===== src/rtl/fdivPkg.sv =====
package fdivPkg;

  // Strobes from the control half to the datapath half.
  typedef struct packed {
    logic advance;   // gate open: accumulator steps this cycle
    logic commit;    // staged divisor becomes active, accumulator restarts
    logic outAllow;  // active select names a real parent
  } fdivStrobeT;

endpackage


===== src/rtl/fdivDatapath.sv =====
module fdivDatapath
  import fdivPkg::*;
#(
  parameter int INT_W  = 8,
  parameter int FRAC_W = 4
) (
  input  logic                    clk,
  input  logic                    rstN,
  input  fdivStrobeT              strobes,
  input  logic [INT_W+FRAC_W-1:0] activeDiv,
  output logic                    hit,
  output logic                    pulse
);

  localparam int DIV_W = INT_W + FRAC_W;
  localparam int ACC_W = DIV_W + 1;
  localparam logic [ACC_W-1:0] ONE = ACC_W'(1) << FRAC_W;

  logic [ACC_W-1:0] acc;
  logic [ACC_W-1:0] accNext;
  logic [ACC_W-1:0] scaledDiv;
  logic [ACC_W-1:0] sum;

  // Scaled divisor: stored field plus one unit above the fraction bits.
  assign scaledDiv = {1'b0, activeDiv} + ONE;
  assign sum       = acc + ONE;
  assign hit       = (sum >= scaledDiv);

  always_comb begin
    accNext = acc;
    if (strobes.commit) begin
      accNext = '0;
    end else if (strobes.advance) begin
      accNext = hit ? (sum - scaledDiv) : sum;
    end
  end

  always_ff @(posedge clk) begin
    if (!rstN) begin
      acc   <= '0;
      pulse <= 1'b0;
    end else begin
      acc   <= accNext;
      pulse <= strobes.advance & hit & strobes.outAllow;
    end
  end

endmodule


===== src/rtl/fdivCtrl.sv =====
module fdivCtrl
  import fdivPkg::*;
#(
  parameter int INT_W       = 8,
  parameter int FRAC_W      = 4,
  parameter int SEL_W       = 3,
  parameter int NUM_PARENTS = 5,
  parameter int RESET_SEL   = 7
) (
  input  logic                    clk,
  input  logic                    rstN,
  input  logic                    gateEn,
  input  logic                    divWrEn,
  input  logic [INT_W+FRAC_W-1:0] divWrData,
  input  logic                    selWrEn,
  input  logic [SEL_W-1:0]        selWrData,
  input  logic                    trigWr,
  input  logic                    hit,
  output fdivStrobeT              strobes,
  output logic [INT_W+FRAC_W-1:0] activeDiv,
  output logic [SEL_W-1:0]        activeSel,
  output logic                    trigBusy
);

  localparam int DIV_W = INT_W + FRAC_W;
  localparam logic [SEL_W-1:0] SEL_RST = SEL_W'(RESET_SEL);

  logic             pending;
  logic [DIV_W-1:0] stageDiv;
  logic [SEL_W-1:0] stageSel;
  logic             selValid;
  logic             commitNow;

  // Selector validity: a full code space needs no comparison.
  generate
    if (NUM_PARENTS >= (1 << SEL_W)) begin : gFullSel
      assign selValid = 1'b1;
    end else begin : gPartSel
      localparam logic [SEL_W-1:0] LAST_SEL = SEL_W'(NUM_PARENTS - 1);
      assign selValid = (activeSel <= LAST_SEL);
    end
  endgenerate

  assign commitNow = pending & gateEn & hit;

  assign strobes.advance  = gateEn;
  assign strobes.commit   = commitNow;
  assign strobes.outAllow = selValid;
  assign trigBusy         = pending;

  always_ff @(posedge clk) begin
    if (!rstN) begin
      pending   <= 1'b0;
      stageDiv  <= '0;
      stageSel  <= SEL_RST;
      activeDiv <= '0;
      activeSel <= SEL_RST;
    end else begin
      if (!pending) begin
        if (divWrEn) stageDiv <= divWrData;
        if (selWrEn) stageSel <= selWrData;
      end
      if (commitNow) begin
        activeDiv <= stageDiv;
        activeSel <= stageSel;
        pending   <= 1'b0;
      end else if (trigWr) begin
        pending   <= 1'b1;
      end
    end
  end

endmodule


===== src/rtl/fracClkDivider.sv =====
module fracClkDivider
  import fdivPkg::*;
#(
  parameter int INT_W       = 8,
  parameter int FRAC_W      = 4,
  parameter int SEL_W       = 3,
  parameter int NUM_PARENTS = 5,
  parameter int RESET_SEL   = 7
) (
  input  logic                    clk,
  input  logic                    rstN,
  input  logic                    gateEn,
  input  logic                    divWrEn,
  input  logic [INT_W+FRAC_W-1:0] divWrData,
  input  logic                    selWrEn,
  input  logic [SEL_W-1:0]        selWrData,
  input  logic                    trigWr,
  output logic                    trigBusy,
  output logic                    clkEnOut,
  output logic [SEL_W-1:0]        activeSel
);

  localparam int DIV_W = INT_W + FRAC_W;

  fdivStrobeT       strobes;
  logic [DIV_W-1:0] activeDiv;
  logic             hit;

  fdivCtrl #(
    .INT_W      (INT_W),
    .FRAC_W     (FRAC_W),
    .SEL_W      (SEL_W),
    .NUM_PARENTS(NUM_PARENTS),
    .RESET_SEL  (RESET_SEL)
  ) uCtrl (
    .clk      (clk),
    .rstN     (rstN),
    .gateEn   (gateEn),
    .divWrEn  (divWrEn),
    .divWrData(divWrData),
    .selWrEn  (selWrEn),
    .selWrData(selWrData),
    .trigWr   (trigWr),
    .hit      (hit),
    .strobes  (strobes),
    .activeDiv(activeDiv),
    .activeSel(activeSel),
    .trigBusy (trigBusy)
  );

  fdivDatapath #(
    .INT_W (INT_W),
    .FRAC_W(FRAC_W)
  ) uPath (
    .clk      (clk),
    .rstN     (rstN),
    .strobes  (strobes),
    .activeDiv(activeDiv),
    .hit      (hit),
    .pulse    (clkEnOut)
  );

endmodule


===== config.mk =====
export PLATFORM = sky130hd
export DESIGN_NAME = fracClkDivider
export DESIGN_NICKNAME = d
export VERILOG_FILES = /design/src/rtl/fdivPkg.sv /design/src/rtl/fdivDatapath.sv /design/src/rtl/fdivCtrl.sv /design/src/rtl/fracClkDivider.sv
export SDC_FILE = /design/constraint.sdc
export NUM_CORES = 1
export LEC_CHECK = 0
export BUFFER_PORTS_ARGS = -buffer_cell sky130_fd_sc_hd__buf_2
export CAP_MARGIN = 5
export CORE_ASPECT_RATIO = 2
export CORE_MARGIN = 3
export CORE_UTILIZATION = 30
export CTS_BUF_LIST = sky130_fd_sc_hd__clkbuf_4 sky130_fd_sc_hd__clkbuf_8 sky130_fd_sc_hd__clkbuf_16
export DETAILED_ROUTE_END_ITERATION = 16
export PLACE_DENSITY_LB_ADDON = 0.05
export SYNTH_ARGS = -nofsm -noshare
export SYNTH_HDL_FRONTEND = slang
export SYNTH_SLANG_ARGS = --single-unit

===== constraint.sdc =====
create_clock -name clk -period 4.1 [get_ports clk]
set_clock_uncertainty 0.2 [all_clocks]
set_input_delay 0.41 -clock clk [delete_from_list [all_inputs] [get_ports clk]]
set_output_delay 0.41 -clock clk [all_outputs]
set_load 0.01 [all_outputs]

==> reports/results.txt <==
DRT Wirelength: 6730 µm
Slowest-stage cell, CP: o22a_1
synthesis-to-layout area growth: 11.0%
Worst Setup Path Type: flop to flop
worst hold path class: input pin to flop
syn nets: 346
Async SR Flop Fraction: 0
worst slew pin tran: 0.824 ns
Initial Utilization: 0.307
row cnt: 49
Cell Pwr Density: 772 mW/mm²
critical path cell sequence: ha_1, nand2_1, nor2_1, nand2_1, xnor2_1, ha_1, and2_2, nand3_2, nor3_1, o22a_1, or2_1, mux2_1, a221oi_2
hold_ws: 0.125 ns
dpl cells: 424
die span in y: 142 µm
maximum clock insertion buffer count: 2
clk slew on worst S/H paths: 0.07 ns
RSZ-0062 raised after global routing: no
Tcrit/Tclk final: 0.882
IO Port Bufs: 25
fraction of layout cells with a size suffix above 1: 0.161
initial drt markers: 39
Final ANT Viol Nets: 0
Post-Layout Cell Count: 432
Rel. slew slack: 0.449
TNS Setup: 0 ns
post-synthesis sequential area ratio: 0.326
VDD IR max: 0.222 mV
PnR worst setup slack: 0.486 ns
Slew Limit Fails: 0
Clk Latency, worst-skew pair: 0.29 ns
number of synthesized register bits: 45
CP endpoint kind: flop
I/O Pins: 26
CTS H-tree lvls: 2
Req. time, crit path: 4.11 ns
Critical Path Start Type: flop
total die area: 0.0105 mm²
Pleak: 1.27 nW
GPL Wtd Cong: 0.793
post-DP HPWL: 5270 µm
TritonCTS buffer count: 5
GRT Overall Usage: 0.139
CTS-repair resized insts: 0
clock sink count: 45
ANT cells: 0
register area: 901 µm²
most common cell after layout, fill and taps aside: nand2_1
Final Hold Viols: 0
largest net degree at the start of global routing: 33
vias in the first global route: 2242
Period minus WS final: 3.61 ns
synthesized area: 0.00276 mm²
Layout Nets: 366
commonest non-fill, non-tap cells in the layout: nand2_1 (49), dfxtp_1 (45), buf_2 (25)
DR vias: 2171
Placeable Area: 0.00901 mm²
Worst Path Arrival: 3.62 ns
GRT Residual Overflow: 0
top_reg_cell synth: dfxtp_1
Synth cell types: 57
Syn Area/Cell: 8.94 µm²
Synth warnings: 0
initial antenna violation count: 0
clock root buffer: clkbuf_16
Die X: 73.9 µm
Max-Cap Viols: 0
Synth Instances: 309
DR WL/cell: 15.6 µm
CTS tree: done
area of the multi-input gates: 0.00172 mm²
drt drc: 0
Vias/cell: 5.03
number of synthesized flops with an enable pin: 0
pre-CTS setup slack: 0.471 ns
fillers: 941
post-CTS setup repair buffer count: 0
CTS Hold Bufs: 0
drt first pass iters: 4
delay of the slowest critical-path stage: 0.47 ns
Max Fclk: 277 MHz
status: complete, no violations
final setup fails: 0
global-route wire length before repair: 11100 µm
worst-path fanout max: 11
## per-stage QoR
step / power (mW) / utilization / instance area, µm²
2_1_floorplan: 1.75 / - / 2760
3_3_place_gp: 1.99 / 0.324 / 2920
3_5_place_dp: 1.97 / 0.324 / 2920
4_1_cts: 2.40 / 0.340 / 3070
5_1_grt: 2.55 / 0.340 / 3070
6_report: 2.37 / 0.340 / 3070
## report_power, final
| group | leakage, nW | switching [mW] | internal [mW] |
|---|---|---|---|
| registers | 0.367 | 0.0530 | 0.497 |
| logic | 0.840 | 0.825 | 0.578 |
| clock network | 0.0665 | 0.183 | 0.233 |
## routing by layer
layer  up-vias  track usage  part of all wire
met1      1000        0.138              0.38
met4         0       0.0688             0.030
met5         -            0                 0
met2        39        0.265              0.57
met3        11       0.0213             0.022
li1       1121            -                 -
## synthesized netlist by cell type (all sizes together) (3+ instances only)
| master | count | area share |
|---|---|---|
| a211oi | 5 | 0.022 |
| a21boi | 12 | 0.033 |
| a21o | 4 | 0.011 |
| a21oi | 13 | 0.028 |
| a311oi | 3 | 0.012 |
| a31oi | 6 | 0.014 |
| and3 | 5 | 0.013 |
| buf | 8 | 0.032 |
| clkbuf | 6 | 0.0081 |
| dfxtp | 45 | 0.33 |
| ha | 15 | 0.068 |
| inv | 9 | 0.012 |
| mux2i | 19 | 0.069 |
| nand2 | 53 | 0.079 |
| nand2b | 3 | 0.0068 |
| nand3 | 14 | 0.027 |
| nor2 | 15 | 0.020 |
| nor2b | 15 | 0.034 |
| o21ai | 5 | 0.010 |
| o31ai | 4 | 0.011 |
| or2 | 3 | 0.0068 |
| xnor2 | 16 | 0.051 |
| xor2 | 8 | 0.025 |
## path summary, 6_finish.rpt
kind | from | endpoint | slack [ns] | cells after the start
setup reg to reg | uPath.acc[4] | uPath.acc[8] | 0.49 | 13
hold reg to reg | uCtrl.stageDiv[3] | uCtrl.stageDiv[3] | 0.26 | 2
setup / recovery | uPath.acc[4] | uPath.acc[8] | 0.49 | 13
hold / removal | trigWr | uCtrl.trigBusy | 0.12 | 3
## state kept, by name, summed over array words and instances (netlist names)
| signal | count |
|---|---|
| uCtrl.trigBusy | 1 |
| uCtrl.stageSel | 3 |
| uPath.acc | 13 |
| uCtrl.stageDiv | 12 |
| uPath.pulse | 1 |
| uCtrl.activeSel | 3 |
| uCtrl.activeDiv | 12 |
## final cells by class
class / instances / area share
Timing Repair Buffer: 27 / 0.0457
Clock inverter: 2 / 0.00489
Inverter: 9 / 0.0110
Sequential cell: 45 / 0.294
Multi-Input combinational cell: 241 / 0.560
Tap cell: 102 / 0.0416
Clock buffer: 6 / 0.0432
## cell families (layout without fill, tap and decap cells)
| family | count (synthesis) | count (layout) | synth area share |
|---|---|---|---|
| muxes | 20 | 20 | 0.0729 |
| buffers and inverters | 23 | 44 | 0.0525 |
| and+or+nand+nor | 117 | 117 | 0.209 |
| DFF | 45 | 45 | 0.326 |
| xor gates and xnor gates | 24 | 24 | 0.0761 |
| adders and majority gates | 16 | 16 | 0.0751 |
| AOI/OAI and AO/OA | 64 | 64 | 0.188 |
## critical path: cells and delay by family (launching register included)
family | cells | cell delay [ns]
DFF | 1 | 0.38
AOI/OAI and AO/OA | 2 | 0.67
and+or+nand+nor | 7 | 1.17
muxes | 1 | 0.36
xor gates and xnor gates | 1 | 0.16
adders and majority gates | 2 | 0.59
Power figures use the tool's default switching activity.
